--- config.mk ---
export PLATFORM = sky130hd
export DESIGN_NAME = hc_io_port
export DESIGN_NICKNAME = d
export VERILOG_FILES = /design/src/rtl/hc_io_pkg.sv /design/src/rtl/hc_port_decode.sv /design/src/rtl/hc_key_matrix.sv /design/src/rtl/hc_out_latch.sv /design/src/rtl/hc_io_port.sv
export SDC_FILE = /design/constraint.sdc
export NUM_CORES = 1
export LEC_CHECK = 0
export ABC_AREA = 1
export CAP_MARGIN = 25
export CORE_ASPECT_RATIO = 1.25
export CORE_MARGIN = 2
export CORE_UTILIZATION = 25
export DETAILED_ROUTE_END_ITERATION = 8
export GPL_ROUTABILITY_DRIVEN = 0
export PLACE_DENSITY = 0.86
export SLEW_MARGIN = 20
export SYNTH_ARGS = -nofsm -noshare
export SYNTH_HDL_FRONTEND = slang
export SYNTH_SLANG_ARGS = --single-unit
--- constraint.sdc ---
create_clock -name clk -period 2.2 [get_ports clk]
set_input_delay 0.66 -clock clk [delete_from_list [all_inputs] [get_ports clk]]
set_output_delay 0.66 -clock clk [all_outputs]
set_load 0.03 [all_outputs]
--- src/rtl/hc_io_pkg.sv ---
package hc_io_pkg;

  localparam int HC_ROWS  = 8;
  localparam int HC_COLS  = 5;
  localparam int HC_DW    = 8;
  localparam int HC_BRD_W = 3;

  // Data-bus positions shared by the read packer and the write latch
  localparam int HC_EAR_BIT = 6;
  localparam int HC_MIC_BIT = 3;
  localparam int HC_SPK_BIT = 4;

  // Assemble the returned byte: columns low, tape level, unused bits at 0
  function automatic logic [HC_DW-1:0] hc_pack_read(
    input logic [HC_COLS-1:0] cols,
    input logic               ear_lvl
  );
    logic [HC_DW-1:0] b;
    b = '0;
    b[HC_COLS-1:0] = cols;
    b[HC_EAR_BIT]  = ear_lvl;
    return b;
  endfunction

  // AND a set of active-low column terms together
  function automatic logic [HC_COLS-1:0] hc_and_rows(
    input logic [HC_ROWS*HC_COLS-1:0] terms
  );
    logic [HC_COLS-1:0] acc;
    acc = '1;
    for (int r = 0; r < HC_ROWS; r++) begin
      acc &= terms[r*HC_COLS +: HC_COLS];
    end
    return acc;
  endfunction

endpackage

--- src/rtl/hc_port_decode.sv ---
module hc_port_decode (
  input  logic sel_bit,
  input  logic iorq_n,
  input  logic rd_n,
  input  logic wr_n,
  output logic port_hit,
  output logic rd_hit,
  output logic wr_hit
);

  always_comb begin
    port_hit = ~iorq_n & ~sel_bit;
    rd_hit   = port_hit & ~rd_n;
    wr_hit   = port_hit & ~wr_n;
  end

endmodule

--- src/rtl/hc_key_matrix.sv ---
module hc_key_matrix
  import hc_io_pkg::*;
#(
  parameter int ROWS = HC_ROWS,
  parameter int COLS = HC_COLS
) (
  input  logic [ROWS-1:0]      row_sel_n,
  input  logic [ROWS*COLS-1:0] keys,
  output logic [COLS-1:0]      cols_n
);

  localparam int NKEYS = ROWS * COLS;

  logic [NKEYS-1:0] row_terms;

  // One active-low term per half-row; unscanned rows contribute all ones
  for (genvar g = 0; g < ROWS; g++) begin : g_row
    assign row_terms[g*COLS +: COLS] =
      row_sel_n[g] ? {COLS{1'b1}} : ~keys[g*COLS +: COLS];
  end

  assign cols_n = hc_and_rows(row_terms);

endmodule

--- src/rtl/hc_out_latch.sv ---
module hc_out_latch
  import hc_io_pkg::*;
#(
  parameter int BRD_W = HC_BRD_W
) (
  input  logic             clk,
  input  logic             rst_n,
  input  logic             load,
  input  logic [BRD_W-1:0] brd_d,
  input  logic             mic_d,
  input  logic             spk_d,
  output logic [BRD_W-1:0] brd_q,
  output logic             mic_q,
  output logic             spk_q
);

  always_ff @(posedge clk or negedge rst_n) begin
    if (!rst_n) begin
      brd_q <= '0;
      mic_q <= 1'b0;
      spk_q <= 1'b0;
    end else if (load) begin
      brd_q <= brd_d;
      mic_q <= mic_d;
      spk_q <= spk_d;
    end
  end

endmodule

--- src/rtl/hc_io_port.sv ---
module hc_io_port
  import hc_io_pkg::*;
#(
  parameter int ROWS  = HC_ROWS,
  parameter int COLS  = HC_COLS,
  parameter int BRD_W = HC_BRD_W
) (
  input  logic                 clk,
  input  logic                 rst_n,
  input  logic [15:0]          addr,
  input  logic [HC_DW-1:0]     din,
  input  logic                 iorq_n,
  input  logic                 rd_n,
  input  logic                 wr_n,
  input  logic [ROWS*COLS-1:0] keys,
  input  logic                 ear,
  output logic [BRD_W-1:0]     border,
  output logic                 mic,
  output logic                 spk,
  output logic [HC_DW-1:0]     dout,
  output logic                 dout_valid
);

  localparam int ROW_LSB = 8;

  // Named internal events, observed by the bound checker
  logic            port_hit;
  logic            rd_hit;
  logic            wr_hit;
  logic [COLS-1:0] cols_n;
  logic [HC_DW-1:0] rd_byte;

  // Address bits 7..1 and data bits 7..5 are deliberately not decoded
  logic unused_bits;
  assign unused_bits = ^{addr[7:1], din[7:5]};

  hc_port_decode u_dec (
    .sel_bit  (addr[0]),
    .iorq_n   (iorq_n),
    .rd_n     (rd_n),
    .wr_n     (wr_n),
    .port_hit (port_hit),
    .rd_hit   (rd_hit),
    .wr_hit   (wr_hit)
  );

  hc_key_matrix #(
    .ROWS (ROWS),
    .COLS (COLS)
  ) u_kbd (
    .row_sel_n (addr[ROW_LSB +: ROWS]),
    .keys      (keys),
    .cols_n    (cols_n)
  );

  assign rd_byte    = hc_pack_read(cols_n, ear);
  assign dout       = rd_hit ? rd_byte : {HC_DW{1'b1}};
  assign dout_valid = rd_hit;

  hc_out_latch #(
    .BRD_W (BRD_W)
  ) u_lat (
    .clk   (clk),
    .rst_n (rst_n),
    .load  (wr_hit),
    .brd_d (din[BRD_W-1:0]),
    .mic_d (din[HC_MIC_BIT]),
    .spk_d (din[HC_SPK_BIT]),
    .brd_q (border),
    .mic_q (mic),
    .spk_q (spk)
  );

endmodule

Word level (Yosys, flattened, before mapping)
Index checks and enable logic that the tools add are counted.
{ "word_totals": {"register_bits": 5, "in_bits": 70, "output_inout_bits": 14, "elab_cells": 34} }
{ "op_classes": {"mux": 9, "n_bitwise": 22} }
{ "ops": {"columns": ["operator", "count"], "rows": [
  ["2-to-1 mux 5 bit", 8],
  ["inverter 5 bit", 8],
  ["AND 5 bit", 7],
  ["2-to-1 mux 8 bit", 1],
  ["inverter 1 bit", 4],
  ["AND 1 bit", 3]
]} }

Depth between registers and ports, before layout
Gate-level depths: netlist (run 1).
{ "depth": {"depth_word": 10, "ltp_mapped": 6, "mapped_depth_nobuf": 6} }

Modules after synthesis
From an unflattened synthesis (run 1), not the netlist that was laid out.
{ "unflattened": {"cells_unflattened": 144, "area_unflattened_um2": 653.1} }
{ "modules_own_cells": {"columns": ["module", "instances", "cells_per_inst", "area_per_inst_um2", "seq_area_each_um2"], "rows": [
  ["hc_key_matrix", 1, 103, 386.6, 0.0],
  ["hc_out_latch", 1, 21, 185.2, 125.1],
  ["hc_io_port", 1, 14, 56.3, 0.0],
  ["hc_port_decode", 1, 6, 25.0, 0.0]
]} }

Least setup slack after synthesis (run 1)
No wires, ideal clock.
{ "synth_path": {"kind": "input port to output port", "startpoint": "input port rd_n", "endpoint": "output port dout[6]", "t_arrival_ns": 1.661, "slack_ns": -0.121, "stages": 3, "cell_sequence": "nor3_4 inv_2 or2_1"} }
{ "synth_between": {"elab_chain_len": 3} }
{ "synth_rtl": {"columns": ["element", "line_no", "text"], "rows": [
  ["start: declaration", "hc_io_port.sv:13", "input logic rd_n,"],
  ["inverter 1 bit", "hc_port_decode.sv:13", "rd_hit = port_hit & ~rd_n;"],
  ["AND 1 bit", "hc_port_decode.sv:13", null],
  ["2-to-1 mux 8 bit", "hc_io_port.sv:57", "assign dout = rd_hit ? rd_byte : {HC_DW{1'b1}};"],
  ["end: declaration", "hc_io_port.sv:20", "output logic [HC_DW-1:0] dout,"]
]} }
Every way passes these cells.

Worst setup path in the final report (run 1)
{ "layout_path": {"startpoint": "input port keys[19]", "endpoint": "output port dout[4]"} }
{ "layout_between": {"elab_chain_len": 8} }
{ "layout_rtl": {"columns": ["element", "line_no", "text"], "rows": [
  ["start: declaration", "hc_io_port.sv:15", "input logic [ROWS*COLS-1:0] keys,"],
  ["inverter 5 bit", "hc_key_matrix.sv:19", "row_sel_n[g] ? {COLS{1'b1}} : ~keys[g*COLS +: COLS];"],
  ["2-to-1 mux 5 bit", "hc_key_matrix.sv:19", null],
  ["AND 5 bit (5 in a row)", "hc_io_pkg.sv:32", "acc &= terms[r*HC_COLS +: HC_COLS];"],
  ["2-to-1 mux 8 bit", "hc_io_port.sv:57", null]
]} }
Every way passes these cells.

==> results.md, run 1 <==
* Syn avg cell area at between 4 and 5 um2
* GRT busiest layer: met2
* Synth area leaders: nand2_1 (54%), dfrtp_1 (22%), nor2_1 (7.3%)
* Total number of vias at ~980
* Fin util at between 60 and 70%
* Static Leakage at between 0.0009 and 0.001 uW
* Crit path time final at approximately 2.2 ns
* Cell area after synthesis at around 560 um2
* Post-CTS Hold Buffers at 0
* Post-Synth XOR/XNOR Area at 0%
* Port Buffers at 73
* Max Cap Viol at 0
* Outcome: finished, final reports clean
* Postcts setup bufs at 0
* Row count at 19
* Hold Path Class: flop to flop
* Most common cell after layout, fill and taps aside: nand2_1
* Reg2reg end: u_lat.spk_q
* Clock-pin slew on the worst setup and hold paths at 0.04 ns
* Slew headroom at 78.72%
* Grt met1 use at 15.46%
* Post-synthesis mux area share at 0%
* Synth warn at 0
* HP Start: u_lat.brd_q[0]
* WP data required at ~1.5 ns
* Hold Vio Cnt, Final at 0
* Via/cell ratio at roughly 4.3
* # diodes at 0
* Total Nets Final at approximately 270
* Worst Path Arrival at 1.52 ns
* Post-DP HPWL at around 1900 um
* Vias in the first global route at ~890
* Largest buffer count on any clock path at 2
* CTS root buf: clkbuf_4
* CTS tree: yes
* Pin count of the biggest net entering global routing at 7
* TritonCTS Sinks at 5
* Die X at about 46 um
* Synth Instances at between 100 and 150
* Die Ht at ~57 um
* Synth area leader: nand2_1
* Num CTS Buffers at 3
* Critical path class: primary input to primary output
* Placed instance area at 1343 um2
* Most frequent cells in the layout: nand2_1 (80), dlymetal6s2s_1 (28), dlygate4sd2_1 (19), clkdlybuf4s50_1 (15), nor2_1 (11)
* Adder-cell area share of the yosys netlist at 0%
* Netlist cell types at 9
* Final instance area at 1428 um2
* Main combinational cell family by area after synthesis: simple AND/OR/NAND/NOR gates
* Fmax at approximately 0.46 GHz
* Sequential share of the synthesized area at about 22%
* DR WL/cell at approximately 11 um
* Worst hold path depth at 2
* CP Launch Type: primary input
* #FFs+latches synth at 5
* Die footprint at 2650 um2
* Synth Area in Compound Gates at 0%
* First-pass DRT Iterations at 5
* Total Wirelength at approximately 2400 um
* Part of the cycle the worst path needs at 99.08%
* Worst vdd rail ir drop at between 0.3 and 0.4 mV
* Pins Over Slew Limit at 0
* Critical R2R Launch: u_lat.spk_q
* Final setup fails at 0
* Max Clock Skew at 0 ns
* Initial antenna violation count at 0
* Post-synth top area share at 54.00%
* H-tree depth at 1
* Setup slack, reg-to-reg at roughly 1.6 ns
* CP endpoint kind: primary output
* Starting Density at a little over a quarter
* Antenna viol nets, final at 0
* Io pins at between 80 and 90
* Global route total overflow at 0
* Met3 Usage GRT at between 5 and 6%
* Syn_nets at roughly 190
* Grt met2 use at roughly a third
* Total GRT Usage at between 10% and 20%
* RSZ-0062 raised after global routing: yes
* Worst hold endpoint: u_lat.brd_q[0]
* Detailed Route Iter0 Violations at 12
* Layout cells sized above 1 at between 10% and 20%
* CP Max Fanout at 1
* Post-Synth Simple-Gate Area at about 70%
* DRC at 0
* Worst skew pair latency at 0.24 ns
* Area growth, synth to finish at 153.6%
* Worst slew pin tran at about 0.32 ns
* Core area at around 2200 um2
* First-pass GRT wire length at about 3500 um
* Pwr dens at about 330 nW/um2
* Reg2reg path depth at 2
## worst max-delay path: stages
cell and delay [ns]:
clkdlybuf4s50_1 0.40, nand2_1 0.06, nand2_1 0.05, nor2_1 0.10, nand2_1 0.05, nand2_1 0.07
buf_6 0.13
## Yosys cell counts
library cell,n
or2_1,1
inv_1,9
nor3_4,1
nand2_1,81
nand3_1,5
inv_2,1
dfrtp_1,5
nor2_1,11
buf_4,1
## area by class of cell
| cell class | count | area [um2] |
|---|---|---|
| clock buffers | 4 | 26.28 |
| fillers | 200 | 735.7 |
| inverters | 10 | 37.54 |
| multi-input cells | 99 | 397.9 |
| flip-flops and latches | 5 | 125.1 |
| well taps | 31 | 38.79 |
| repair buffers | 77 | 802.0 |
## power by group
| group | total (uW) | switching, uW | internal [uW] |
|---|---|---|---|
| logic | 257 | 122 | 135 |
| registers | 114 | 7.27 | 107 |
| clock network | 105 | 36.7 | 68.5 |
| total | 476 | 166 | 310 |
## per-stage QoR
step | setup WS (ns) | power [uW] | instances | hold WS, ns | setup TNS [ns]
3_5_place_dp | -0.6734 | 387.9 | 222 | 0.4580 | -2.975
2_1_floorplan | -0.07212 | 222.1 | 115 | 0.3644 | -0.07212
5_1_grt | -0.04543 | 515.1 | 226 | 0.4982 | -0.04543
3_3_place_gp | -0.6523 | 382.6 | 222 | 0.4555 | -2.856
6_report | 0.02031 | 476.1 | 226 | 0.4664 | 0
4_1_cts | 0.004174 | 490.2 | 226 | 0.4683 | 0
## state kept, by name, summed over array words and instances (netlist names)
signal	cells
u_lat.brd_q	3
u_lat.mic_q	1
u_lat.spk_q	1
## cells by family after synthesis
group                  count (synthesis)
AND/OR/NAND/NOR                       99
flip-flops                             5
buffers and inverters                 11
## layer usage
layer	vias to the layer above	part of all wire (%)	wire (um)
met5	-	0	0
met4	0	2.6	63
met3	6	9.8	240
met2	53	54	1327
met1	418	33	809
li1	502	-	-
## timing repair
action	4_1_cts	5_1_grt
resized for setup	54	28
endpoints found under the hold margin	0	0
pin swaps	26	33
endpoints found under the setup margin	9	5
## worst max-delay path by stage
stage	startpoint	endpoint	slack, ns
2_1_floorplan	iorq_n	dout[6]	-0.07
3_3_place_gp	iorq_n	dout[6]	-0.65
3_5_place_dp	iorq_n	dout[6]	-0.67
4_1_cts	keys[39]	dout[4]	0.004
5_1_grt	keys[24]	dout[4]	-0.05
6_report	keys[19]	dout[4]	0.02
Note: power is estimated with default switching activity, not from simulation.
==> run 2: changes to the inputs <==
Settings changed: CTS_BUF_LIST from default to sky130_fd_sc_hd__clkbuf_16.
==> run 2 against run 1 <==
Against the previous run:
- setup slack better by 0.0069 ns
- combinational power hardly changed
- power is 42% higher
- core utilization up 2.3 points
- via count rose by 0.10%
- die area did not move
- sequential power about the same
- sequential cell count unchanged
- clock-buffer cell count decreased by 1
- clock power grew to 2.9 times the previous value
- highest routed layer unchanged
==> results.md, run 2 (same netlist as run 1, synthesis figures left out) <==
* Outcome: finished, final reports clean
* Sw Pwr at 199.0 uW
* Met3 wire length at 279 um
* Most frequent cells in the layout: nand2_1 (80), dlymetal6s2s_1 (27), dlygate4sd2_1 (20), clkdlybuf4s50_1 (15), nor2_1 (11)
* Clock-pin slew on the worst setup and hold paths at 0.04 ns
* Part of the cycle the worst path needs at 98.76%
* Layout cells sized above 1 at between 10 and 15%
* # diodes at 0
* Post-DP HPWL at ~1900 um
* Max Clock Skew at 0 ns
* RSZ-0062 raised after global routing: yes
* CP Launch Type: primary input
* WP data required at around 1.5 ns
* First-pass DRT Iterations at 6
* Wl on met1 at 874 um
* Critical path class: primary input to primary output
* CP Max Fanout at 1
* Pins Over Slew Limit at 0
* Total Wirelength at ~2600 um
* Core area at 2163 um2
* Total number of vias at just under 1,000
* Port Buffers at 73
* Die X at about 46 um
* Slowest stage delay, CP at 0.40 ns
* Total GRT Usage at around a fifth
* Fmax at approximately 0.46 GHz
* DRC at 0
* Most common cell after layout, fill and taps aside: nand2_1
* Static Leakage at 0.0009945 uW
* DR WL/cell at about 12 um
* Row count at 19
* Num CTS Buffers at 3
* Combinational Power Share at between 30% and 40%
* Biggest register: u_lat.brd_q
* Die footprint at around 2700 um2
* Max reg flops at 3
* Final instance area at ~1500 um2
* Postcts setup bufs at 0
* Max Cap Viol at 0
* Via/cell ratio at about 4.3
* Worst skew pair latency at 0.23 ns
* Hold Path Class: flop to flop
* Top cell by count, worst path: nand2_1
* Worst vdd rail ir drop at between 0.5 and 0.6 mV
* Hold Vio Cnt, Final at 0
* TritonCTS Sinks at 5
* First-pass GRT wire length at 3657 um
* Crit-path slowest cell: clkdlybuf4s50_1
* Regs by FF count: u_lat.brd_q: 3 flops, u_lat.mic_q: 1 flops, u_lat.spk_q: 1 flops
* H-tree depth at 1
* CTS root buf: clkbuf_16
* Area growth, synth to finish at 162.2%
* Fin util at about two thirds
* Pwr dens at approximately 460 nW/um2
* Power, Total at between 600 and 700 uW
* Sw Share at around 29%
* Cell internal pwr at ~480 uW
* Antenna viol nets, final at 0
* Placed instance area at around 1300 um2
* Final setup fails at 0
* Met2 WL at between 1000 and 1500 um
* Total Nets Final at about 270
* Worst Path Arrival at between 1.5 and 2 ns
* Part of the power in registers at 17.1%
* Largest buffer count on any clock path at 2
* Clock power frac at ~45%
* Pin count of the biggest net entering global routing at 7
* Slew headroom at between 70% and 80%
* CTS tree: yes
* Die Ht at 57.06 um
* CP endpoint kind: primary output
* Initial antenna violation count at 0
* Worst slew pin tran at around 0.33 ns
* Starting Density at a little over a quarter
* Detailed Route Iter0 Violations at 15
* Vias in the first global route at between 900 and 1,000
* Io pins at between 80 and 90
* Post-Route Setup TNS at 0 ns
* Crit path time final at 2.173 ns
* Top Metal Used: met4
* # fillers at around 200
* Global route total overflow at 0
* Worst-path cell chain: clkdlybuf4s50_1, nand2_1, nand2_1, nor2_1, nand2_1, nand2_1, buf_6
-- run 2: through the flow --
step | setup slack (ns) | cells | hold slack, ns
global placement | -0.6523 | 222 | 0.4555
global route | -0.04543 | 226 | 0.4941
detailed placement | -0.6734 | 222 | 0.4580
CTS | 0.004987 | 226 | 0.4670
floorplan | -0.07212 | 115 | 0.3644
finish | 0.02718 | 226 | 0.4691
-- run 2: area by class of cell --
cell class	instances	area [um2]	area share (%)
clock buffer	3	75.07	5.085
sequential	5	125.1	8.475
timing repair buffer	77	798.3	54.07
inverter	10	37.54	2.542
tap	31	38.79	2.627
clock inverter	1	3.754	0.2542
multi-input combinational	99	397.9	26.95
-- run 2: timing repair --
item / CTS / global route
gates resized for setup: 55 / 27
setup endpoints to repair: 9 / 5
hold buffers: 0 / 0
endpoints found under the hold margin: 0 / 0
pin swaps: 26 / 32
-- run 2: layer usage --
layer / up-vias / global-route usage, %
li1: 500 / -
met1: 421 / 17.22
met2: 52 / 33.93
met3: 7 / 8.544
met4: 0 / 9.796
met5: - / 0
-- run 2: path summary, 6_finish.rpt --
path                            cells after the start  slack (ns)      startpoint             end
max in group asynchronous                           1        1.35           rst_n  u_lat.brd_q[2]
worst max register to register                      2        1.56     u_lat.spk_q     u_lat.spk_q
min in group asynchronous                           1        0.66           rst_n     u_lat.spk_q
worst min-delay path                                2        0.47  u_lat.brd_q[0]  u_lat.brd_q[0]
worst max-delay path                                7        0.03        keys[24]         dout[4]
worst min register to register                      2        0.47  u_lat.brd_q[0]  u_lat.brd_q[0]
-- run 2: worst max-delay path, delay by kind of cell --
family / cells / cell delay, ns
buffers and inverters: 2 / 0.53
AND/OR/NAND/NOR: 5 / 0.32
-- run 2: power by group through the flow --
stage / Sequential, uW / Clock (uW) / Combinational [uW]
floorplan: 145 / 0 / 76.7
global placement: 115 / 0 / 268
detailed placement: 115 / 0 / 272
CTS: 115 / 306 / 266
global route: 117 / 312 / 280
finish: 116 / 303 / 258
